<file path="src/rtl/dfz_pkg.sv">
// Shared constants for the debug freeze controller: address width and the
// word addresses of its registers. Assumes a word-addressed register port.
package dfz_pkg;
    localparam int unsigned AW = 3;
    localparam logic [AW-1:0] A_CTRL  = 3'd0;
    localparam logic [AW-1:0] A_FMASK = 3'd1;
    localparam logic [AW-1:0] A_WDPER = 3'd2;
    localparam logic [AW-1:0] A_KICK  = 3'd3;
    localparam logic [AW-1:0] A_STAT  = 3'd4;
    localparam logic [AW-1:0] A_NMI   = 3'd5;
endpackage

</file>
<file path="src/rtl/dfz_ctrl_regs.sv">
// Writable control state: freeze bit, per-peripheral enable mask and the
// watchdog period, plus a touch strobe decoded from a write to the touch word.
// Assumes one write per cycle; writes take effect at the next edge.
module dfz_ctrl_regs
    import dfz_pkg::*;
#(
    parameter int unsigned DW         = 16,
    parameter int unsigned WDW        = 16,
    parameter int unsigned NP         = 4,
    parameter int unsigned DEF_PERIOD = 255
) (
    input  logic           clk,
    input  logic           rst_n,
    input  logic           wr_en,
    input  logic [AW-1:0]  wr_addr,
    input  logic [DW-1:0]  wr_data,
    output logic           freeze_q,
    output logic [NP-1:0]  mask_q,
    output logic [WDW-1:0] period_q,
    output logic           kick_stb,
    output logic [NP-1:0]  periph_frz
);
    // Register updates from core writes.
    always_ff @(posedge clk) begin
        if (!rst_n) begin
            freeze_q <= 1'b0;
            mask_q   <= '0;
            period_q <= WDW'(DEF_PERIOD);
        end else if (wr_en) begin
            if (wr_addr == A_CTRL)  freeze_q <= wr_data[0];
            if (wr_addr == A_FMASK) mask_q   <= wr_data[NP-1:0];
            if (wr_addr == A_WDPER) period_q <= wr_data[WDW-1:0];
        end
    end

    // Touch strobe for the watchdog.
    always_comb kick_stb = wr_en && (wr_addr == A_KICK);

    // One gated freeze output per peripheral.
    for (genvar i = 0; i < NP; i++) begin : g_frz
        assign periph_frz[i] = freeze_q & mask_q[i];
    end
endmodule

</file>
<file path="src/rtl/dfz_wdog.sv">
// Watchdog down-counter. Reloads on touch, holds while frozen, and on reaching
// zero emits a one-cycle reset pulse and reloads. The freeze value used at an
// edge is the one before that edge, so a timeout due at the edge that sets
// freeze still fires.
module dfz_wdog #(
    parameter int unsigned WDW        = 16,
    parameter int unsigned DEF_PERIOD = 255
) (
    input  logic           clk,
    input  logic           rst_n,
    input  logic           freeze,
    input  logic           kick,
    input  logic [WDW-1:0] period,
    output logic [WDW-1:0] count,
    output logic           rst_pulse
);
    // Count, hold, reload and timeout pulse.
    always_ff @(posedge clk) begin
        if (!rst_n) begin
            count     <= WDW'(DEF_PERIOD);
            rst_pulse <= 1'b0;
        end else begin
            rst_pulse <= 1'b0;
            if (kick) begin
                count <= period;
            end else if (!freeze) begin
                if (count == '0) begin
                    count     <= period;
                    rst_pulse <= 1'b1;
                end else begin
                    count <= count - 1'b1;
                end
            end
        end
    end
endmodule

</file>
<file path="src/rtl/dfz_rc_status.sv">
// Read-to-clear status register. Events set bits; a clearing read zeroes them
// at the edge, with events of that same edge kept. EXEMPT selects whether the
// freeze bit may suppress core reads. Host reads and host-path core reads
// always clear.
module dfz_rc_status #(
    parameter int unsigned SW     = 8,
    parameter bit          EXEMPT = 1'b0
) (
    input  logic          clk,
    input  logic          rst_n,
    input  logic [SW-1:0] set_evt,
    input  logic          rd_core,
    input  logic          core_bypass,
    input  logic          rd_host,
    input  logic          freeze,
    output logic [SW-1:0] status,
    output logic          ack
);
    logic clr;

    // Decide whether this cycle's read is destructive.
    if (EXEMPT) begin : g_exempt
        always_comb clr = rd_core | rd_host;
    end else begin : g_gated
        always_comb clr = rd_host | (rd_core & (core_bypass | ~freeze));
    end

    // Status bits and clear acknowledge.
    always_ff @(posedge clk) begin
        if (!rst_n) begin
            status <= '0;
            ack    <= 1'b0;
        end else begin
            status <= (clr ? '0 : status) | set_evt;
            ack    <= clr;
        end
    end
endmodule

</file>
<file path="src/rtl/dbg_freeze_ctrl.sv">
// Debug freeze controller top. Joins the control registers, watchdog and two
// read-to-clear status registers (one exempt from freeze) and muxes the core
// and host read data. Assumes DW >= WDW, DW >= SW and DW >= NP.
module dbg_freeze_ctrl
    import dfz_pkg::*;
#(
    parameter int unsigned DW         = 16,
    parameter int unsigned WDW        = 16,
    parameter int unsigned SW         = 8,
    parameter int unsigned NP         = 4,
    parameter int unsigned DEF_PERIOD = 255
) (
    input  logic           clk,
    input  logic           rst_n,
    input  logic           core_sel,
    input  logic           core_wr,
    input  logic           core_via_host,
    input  logic [AW-1:0]  core_addr,
    input  logic [DW-1:0]  core_wdata,
    output logic [DW-1:0]  core_rdata,
    input  logic           host_rd,
    input  logic [AW-1:0]  host_addr,
    output logic [DW-1:0]  host_rdata,
    input  logic           wd_kick,
    input  logic [SW-1:0]  stat_evt,
    input  logic [SW-1:0]  nmi_evt,
    output logic           dbg_frozen,
    output logic [NP-1:0]  periph_frz,
    output logic           rd_sup,
    output logic [WDW-1:0] wd_count,
    output logic           wd_rst,
    output logic           stat_ack,
    output logic           nmi_ack
);
    logic           wr_en, core_rd, kick_reg;
    logic [NP-1:0]  mask_q;
    logic [WDW-1:0] period_q;
    logic [SW-1:0]  stat_q, nmi_q;

    // Core access decode.
    always_comb begin
        wr_en   = core_sel & core_wr;
        core_rd = core_sel & ~core_wr;
    end

    dfz_ctrl_regs #(.DW(DW), .WDW(WDW), .NP(NP), .DEF_PERIOD(DEF_PERIOD)) u_regs (
        .clk(clk), .rst_n(rst_n), .wr_en(wr_en), .wr_addr(core_addr),
        .wr_data(core_wdata), .freeze_q(dbg_frozen), .mask_q(mask_q),
        .period_q(period_q), .kick_stb(kick_reg), .periph_frz(periph_frz)
    );

    dfz_wdog #(.WDW(WDW), .DEF_PERIOD(DEF_PERIOD)) u_wdog (
        .clk(clk), .rst_n(rst_n), .freeze(dbg_frozen), .kick(kick_reg | wd_kick),
        .period(period_q), .count(wd_count), .rst_pulse(wd_rst)
    );

    dfz_rc_status #(.SW(SW), .EXEMPT(1'b0)) u_stat (
        .clk(clk), .rst_n(rst_n), .set_evt(stat_evt),
        .rd_core(core_rd && core_addr == A_STAT), .core_bypass(core_via_host),
        .rd_host(host_rd && host_addr == A_STAT), .freeze(dbg_frozen),
        .status(stat_q), .ack(stat_ack)
    );

    dfz_rc_status #(.SW(SW), .EXEMPT(1'b1)) u_nmi (
        .clk(clk), .rst_n(rst_n), .set_evt(nmi_evt),
        .rd_core(core_rd && core_addr == A_NMI), .core_bypass(core_via_host),
        .rd_host(host_rd && host_addr == A_NMI), .freeze(dbg_frozen),
        .status(nmi_q), .ack(nmi_ack)
    );

    // Suppress flag offered to other status registers.
    always_comb rd_sup = dbg_frozen;

    // Core read data mux.
    always_comb begin
        core_rdata = '0;
        case (core_addr)
            A_CTRL:  core_rdata[0]        = dbg_frozen;
            A_FMASK: core_rdata[NP-1:0]   = mask_q;
            A_WDPER: core_rdata[WDW-1:0]  = period_q;
            A_STAT:  core_rdata[SW-1:0]   = stat_q;
            A_NMI:   core_rdata[SW-1:0]   = nmi_q;
            default: core_rdata           = '0;
        endcase
    end

    // Host read data mux: status words only.
    always_comb begin
        host_rdata = '0;
        if (host_addr == A_STAT) host_rdata[SW-1:0] = stat_q;
        if (host_addr == A_NMI)  host_rdata[SW-1:0] = nmi_q;
    end
endmodule

</file>
<file path="config.mk">
export PLATFORM = sky130hd
export DESIGN_NAME = dbg_freeze_ctrl
export DESIGN_NICKNAME = d
export VERILOG_FILES = /design/src/rtl/dfz_pkg.sv /design/src/rtl/dfz_ctrl_regs.sv /design/src/rtl/dfz_wdog.sv /design/src/rtl/dfz_rc_status.sv /design/src/rtl/dbg_freeze_ctrl.sv
export SDC_FILE = /design/constraint.sdc
export NUM_CORES = 1
export LEC_CHECK = 0
export ABC_CLOCK_PERIOD_IN_PS = 1800
export BUFFER_PORTS_ARGS = -buffer_cell sky130_fd_sc_hd__buf_2
export CORE_UTILIZATION = 47
export CTS_BUF_LIST = sky130_fd_sc_hd__clkbuf_8
export DETAILED_ROUTE_END_ITERATION = 10
export PLACE_DENSITY = 0.78
export RECOVER_POWER = 50
export SETUP_SLACK_MARGIN = 0.1
export SYNTH_ARGS = -nofsm -noshare
export SYNTH_HDL_FRONTEND = slang
export SYNTH_SLANG_ARGS = --single-unit
</file>
<file path="constraint.sdc">
create_clock -name clk -period 1.8 [get_ports clk]
set_clock_uncertainty 0.1 [all_clocks]
set_input_delay 0.27 -clock clk [delete_from_list [all_inputs] [get_ports clk]]
set_output_delay 0.27 -clock clk [all_outputs]
set_load 0.05 [all_outputs]
</file>
==> results.sh, run 1 <==
export IMPL_cts_max_path_buffers=2
export IMPL_worstSetupPathType="in2out"
export IMPL_synth_main_ff_cell="dfxtp_1"
export IMPL_n_antenna_cell=0
export IMPL_maxSlewViolCount=0
export IMPL_overflow=0
export IMPL_antenna_found_initial=0
export IMPL_root_buffer="clkbuf_8"
export IMPL_worstPathRequired_ps=1430
export IMPL_drt_iter0_drc=245
export IMPL_grt_pass1_wl_um=15500
export IMPL_synth_top_cell_area_share_pct=36.7
export IMPL_wl_um=10400
export IMPL_postLayoutCellArea_um2=4480
export IMPL_ys_warn_count=0
export IMPL_dp_hpwl_um=6740
export IMPL_cts_sinks=56
export IMPL_ys_seq_elements=56
export IMPL_timing_fmax_mhz=522
export IMPL_finalHoldViolCount=0
export IMPL_core_um2=6100
export IMPL_worst_slew_pin_slew_ps=752
export IMPL_async_flop_share_pct=0
export IMPL_drc=0
export IMPL_start_kind="input pin"
export IMPL_wl_per_cell_um=17.7
export IMPL_hp_class="in2reg"
export IMPL_grt_max_degree=29
export IMPL_slew_headroom_pct=49.9
export IMPL_crit_fanout=7
export IMPL_layout_drive_gt1_share_pct=45.6
export IMPL_r2r_setup_slack_ps=-80
export IMPL_final_antenna_net_count=0
export IMPL_mostFrequentLayoutCell="buf_2"
export IMPL_initial_utilization_pct=50.1
export IMPL_grt_total_usage_pct=30.2
export IMPL_post_route_period_util_pct=106
export IMPL_final_cells=590
export IMPL_violations="negative setup slack"
export IMPL_die_area_um2=6820
export IMPL_clock_latency_ps=330
export IMPL_synth_edf_count=0
export IMPL_fin_ws_ps=-116
export IMPL_synth_largest_area_cell="dfxtp_1"
export IMPL_clkSlewWorstSetupHoldPaths_ps=120
export IMPL_vias_per_cell=5.91
export IMPL_cts_tree="yes"
export IMPL_dr_pass1_iters=5
export IMPL_slowest_stage="clkbuf_1"
export IMPL_max_stage_delay_ps=290
export IMPL_h_tree_depth=2
export IMPL_holdBufCountCts=0
export IMPL_cp_common_cell="clkbuf_1"
export IMPL_gp_congestion=0.860
export IMPL_synth_area_leaders="dfxtp_1 37%, mux2i_1 6.6%, nand2_1 6.3%"
export IMPL_rows=28
export IMPL_pin_count=102
export IMPL_area_growth_pct=46.8
export IMPL_final_util_pct=73.5
export IMPL_leakage_nw=1.90
export IMPL_placed_cell_area_um2=4000
export IMPL_synth_cell_type_count=61
export IMPL_fill_cells=437
export IMPL_io_buffers=93
export IMPL_min_period_ps=1920
export IMPL_die_y_um=82.6
export IMPL_status="complete, but fails checks"
export IMPL_cellPowerDensity_nw_per_um2=614
export IMPL_ir_drop_mv=0.443
export IMPL_vias=3484
export IMPL_synth_seq_area_share_pct=36.7
export IMPL_syn_instance_count=378
export IMPL_final_cell_mix="56 x buf_2, 55 x buf_4, 47 x nand2_1"
export IMPL_rsz0062_at_grt="yes"
export IMPL_cp_end_kind="output pin"
export IMPL_nets=561
export IMPL_cts_made_buffers=5
export IMPL_crit_arrival_ps=1550
export IMPL_grt_pass1_vias=3215
export IMPL_worstPathCellList="clkbuf_1 > buf_12 > nor3_4 > clkbuf_1 > and2_1 > buf_4"
export IMPL_drv_cap=0
export IMPL_syn_area_per_cell_um2=8.08
export IMPL_chipWidth_um=82.6
export IMPL_dp_cells=560
export IMPL_setup_viol=18
export IMPL_syn_area_um2=3050
## cell families (layout without fill, tap and decap cells)
family / Yosys count / count (layout) / share of synthesized area (%)
simple gates: 167 / 167 / 28.6
compound gates: 91 / 91 / 18.9
flops: 56 / 56 / 36.7
buf+inv: 38 / 168 / 7.25
mux: 23 / 23 / 7.66
fa+ha+maj: 2 / 2 / 0.820
other cells: 1 / 8 / 0.123
## flip-flops by register name, indices dropped and copies added, names as in the netlist
register          cells
u_stat.status         8
u_regs.freeze_q       1
u_regs.mask_q         4
u_nmi.status          8
u_wdog.rst_pulse      1
u_stat.ack            1
u_nmi.ack             1
u_regs.period_q      16
u_wdog.count         16
## cells in the mapped netlist, types with 5 or more instances
| library cell | number |
|---|---|
| a21oi_1 | 35 |
| o21ai_1 | 7 |
| clkbuf_1 | 10 |
| nor3_1 | 9 |
| mux2i_1 | 20 |
| o22ai_1 | 5 |
| dfxtp_1 | 56 |
| nand2_1 | 51 |
| buf_2 | 5 |
| nand3_1 | 13 |
| a31oi_1 | 5 |
| and2_1 | 12 |
| nand2b_1 | 5 |
| nand4_1 | 9 |
| o21ai_0 | 13 |
| buf_4 | 11 |
| nor2_1 | 40 |
## routing by layer
| layer | share of wire [%] | GRT usage (%) |
|---|---|---|
| met1 | 39 | 36.5 |
| met2 | 50 | 53.6 |
| met3 | 7.5 | 5.27 |
| met4 | 3.7 | 11.0 |
| met5 | 0 | 0 |
## critical path, delay by kind of cell
| kind | cells | cell delay [ps] |
|---|---|---|
| and+or+nand+nor | 2 | 470 |
| buffers and inverters | 4 | 800 |
## report_power, final
part / total (W) / switching [W] / leakage (nW) / internal, W
Combinational: 0.000675 / 0.000418 / 1.39 / 0.000258
Clock: 0.000750 / 0.000462 / 0.0491 / 0.000288
Sequential: 0.00132 / 0.0000442 / 0.462 / 0.00128
Total: 0.00275 / 0.000924 / 1.90 / 0.00183
## what timing repair did
item / CTS / global route
resized for setup: 48 / 27
pin swaps: 10 / 10
setup endpoints to repair: 32 / 33
gates cloned: 0 / 1
setup buffers: 15 / 6
## final timing paths
kind,startpoint,to,depth (start not counted)
max reg2reg,u_wdog.count[11],u_wdog.count[6],7
min,stat_evt[1],u_stat.status[1],3
min reg2reg,u_regs.period_q[3],u_regs.period_q[3],2
max,core_addr[0],core_rdata[10],6
## final cells by class
type,instances,area (um^2),area share (%)
clock buffers,5,68.8,1.54
repair buffers,155,1060,23.7
clock inverters,3,26.3,0.586
flip-flops and latches,56,1170,26.0
inverters,5,23.8,0.530
multi-input cells,291,2040,45.5
well taps,75,93.8,2.09
## through the flow
step	hold WS, ps	power (W)	setup WS (ps)	TNS [ps]
4_1_cts	41.2	0.00271	-33.5	-76.0
2_1_floorplan	287	0.00176	-61.5	-985
3_3_place_gp	369	0.00192	-35.1	-114
5_1_grt	59.9	0.00285	-159	-2280
3_5_place_dp	379	0.00193	-116	-459
6_report	37.3	0.00275	-116	-924
No activity file was read; power rests on OpenSTA's default activity.
==> inputs of run 2 (changes only) <==
MAX_ROUTING_LAYER = met4   (was unset)
SETUP_SLACK_MARGIN = unset   (was 0.1)
==> run 2 against run 1 <==
  * The flow still finishes with violations (negative setup slack)
  * Via count fell by 4.2%
  * Register-to-register slack improved by 30 ps
  * Sequential power barely moved
  * Clock-buffer cell count rose by 1
==> results.sh, run 2 (same netlist as run 1, synthesis figures left out) <==
export IMPL_p_switching_w=0.000851
export IMPL_power_internal_w=0.00195
export IMPL_gp_congestion=0.859
export IMPL_cts_tree="yes"
export IMPL_switching_share_pct=30.4
export IMPL_finalHoldViolCount=0
export IMPL_start_kind="flop"
export IMPL_overflow=0
export IMPL_n_antenna_cell=0
export IMPL_nets=552
export IMPL_clkSlewWorstSetupHoldPaths_ps=100
export IMPL_pin_count=102
export IMPL_grt_pass1_vias=3132
export IMPL_cp_end_kind="flop"
export IMPL_vias_per_cell=5.74
export IMPL_critPathTopFamily="simple AND/OR/NAND/NOR gates"
export IMPL_final_util_pct=69.4
export IMPL_wl_um=9590
export IMPL_fill_cells=511
export IMPL_worstPathCellList="inv_4 > ha_4 > nor4b_4 > and4_4 > nor2_4 > a41oi_1 > o221a_1"
export IMPL_drc=0
export IMPL_grt_max_degree=25
export IMPL_timing_fmax_mhz=541
export IMPL_grt_pass1_wl_um=14800
export IMPL_core_um2=6100
export IMPL_setup_viol=9
export IMPL_max_stage_delay_ps=380
export IMPL_pwr_share_clk_pct=31.3
export IMPL_holdWs_ps=63.7
export IMPL_drt_iter0_drc=254
export IMPL_min_period_ps=1850
export IMPL_dr_pass1_iters=5
export IMPL_cts_made_buffers=5
export IMPL_initial_utilization_pct=50.1
export IMPL_drv_cap=0
export IMPL_rows=28
export IMPL_crit_arrival_ps=1950
export IMPL_slowest_stage="dfxtp_4"
export IMPL_violations="negative setup slack"
export IMPL_wirelength_met1_um=3900
export IMPL_clock_latency_ps=310
export IMPL_cts_sinks=56
export IMPL_rsz0062_at_grt="yes"
export IMPL_pwr_share_comb_pct=21.3
export IMPL_met3_length_um=639
export IMPL_cellPowerDensity_nw_per_um2=661
export IMPL_highest_layer="met4"
export IMPL_fin_ws_ps=-49.7
export IMPL_layout_drive_gt1_share_pct=42.7
export IMPL_leakage_nw=1.81
export IMPL_cts_max_path_buffers=2
export IMPL_dp_hpwl_um=6930
export IMPL_die_area_um2=6820
export IMPL_r2r_setup_slack_ps=-50
export IMPL_post_route_period_util_pct=103
export IMPL_chipWidth_um=82.6
export IMPL_p_seq_share_pct=47.4
export IMPL_postLayoutCellArea_um2=4230
export IMPL_antenna_found_initial=0
export IMPL_dr_wl_met2_um=4810
export IMPL_die_y_um=82.6
export IMPL_h_tree_depth=2
export IMPL_wl_per_cell_um=16.5
export IMPL_ir_drop_mv=0.465
export IMPL_hp_class="in2reg"
export IMPL_worstSetupPathType="reg2reg"
export IMPL_placed_cell_area_um2=3970
export IMPL_worstPathRequired_ps=1900
export IMPL_vias=3337
export IMPL_slew_headroom_pct=50.1
export IMPL_area_growth_pct=38.5
export IMPL_crit_fanout=12
export IMPL_final_cell_mix="63 x buf_2, 49 x nand2_1, 49 x buf_4"
export IMPL_worst_slew_pin_slew_ps=749
export IMPL_root_buffer="clkbuf_8"
export IMPL_mostFrequentLayoutCell="buf_2"
export IMPL_grt_total_usage_pct=29.2
export IMPL_final_antenna_net_count=0
export IMPL_path_buf_inv=1
export IMPL_maxSlewViolCount=0
export IMPL_setup_tns_ps=-179
export IMPL_status="complete, but fails checks"
export IMPL_biggestRegsByFlops="u_regs.period_q x16, u_wdog.count x16"
export IMPL_io_buffers=93
export IMPL_pre_cts_ws_ps=-79.6
## run 2: cell types whose count changed in the layout (fill, tap and decap cells not counted), sizes merged
cell / delta
inv: -2
buf: -15
clkbuf: +7
bufinv: +1
## run 2: final cells by class
cell class                      count  area [um^2]  share of cell area (%)
Sequential cell                    56         1160                    27.3
Clock inverter                      2         38.8                   0.917
Multi-Input combinational cell    291         1950                    46.2
Tap cell                           75         93.8                    2.22
Inverter                            5         23.8                   0.562
Clock buffer                        6         82.6                    1.95
Timing Repair Buffer              146          882                    20.9
## run 2: metal layers
metal  GRT usage, %  vias to the layer above
met5              -                        -
met4           11.0                        0
met3           4.62                       19
met2           48.8                      157
met1           35.4                     1569
li1               -                     1592
## run 2: worst paths after layout
| check | startpoint | endpoint | depth (start not counted) |
|---|---|---|---|
| max | u_wdog.count[0] | u_wdog.count[11] | 7 |
| min | nmi_evt[4] | u_nmi.status[4] | 3 |
| max reg2reg | u_wdog.count[0] | u_wdog.count[11] | 7 |
| min reg2reg | u_regs.period_q[1] | u_regs.period_q[1] | 2 |
## run 2: timing repair
action | 4_1_cts | 5_1_grt
pin swaps | 1 | 4
endpoints found under the setup margin | 14 | 32
gates resized for setup | 10 | 26
hold buffers | 0 | 0
setup buffers | 1 | 4
## run 2: worst reg2reg max path, stage by stage, from the launching register on
cell and delay (ps):
dfxtp_4 380, inv_4 40, ha_4 140, nor4b_4 130, and4_4 210, nor2_4 310, a41oi_1 180, o221a_1 260
## run 2: power by group through the flow
stage	Combinational, W	Sequential, W	Clock (W)
finish	0.000597	0.00133	0.000876
global route	0.000635	0.00133	0.000941
detailed placement	0.000568	0.00135	0
floorplan	0.000356	0.00139	0
CTS	0.000579	0.00132	0.000894
global placement	0.000558	0.00135	0
## run 2: per-stage QoR
| stage | power (W) | instances |
|---|---|---|
| 3_3_place_gp | 0.00191 | 568 |
| 4_1_cts | 0.00280 | 577 |
| 3_5_place_dp | 0.00192 | 568 |
| 6_report | 0.00280 | 581 |
| 2_1_floorplan | 0.00174 | 385 |
| 5_1_grt | 0.00291 | 581 |
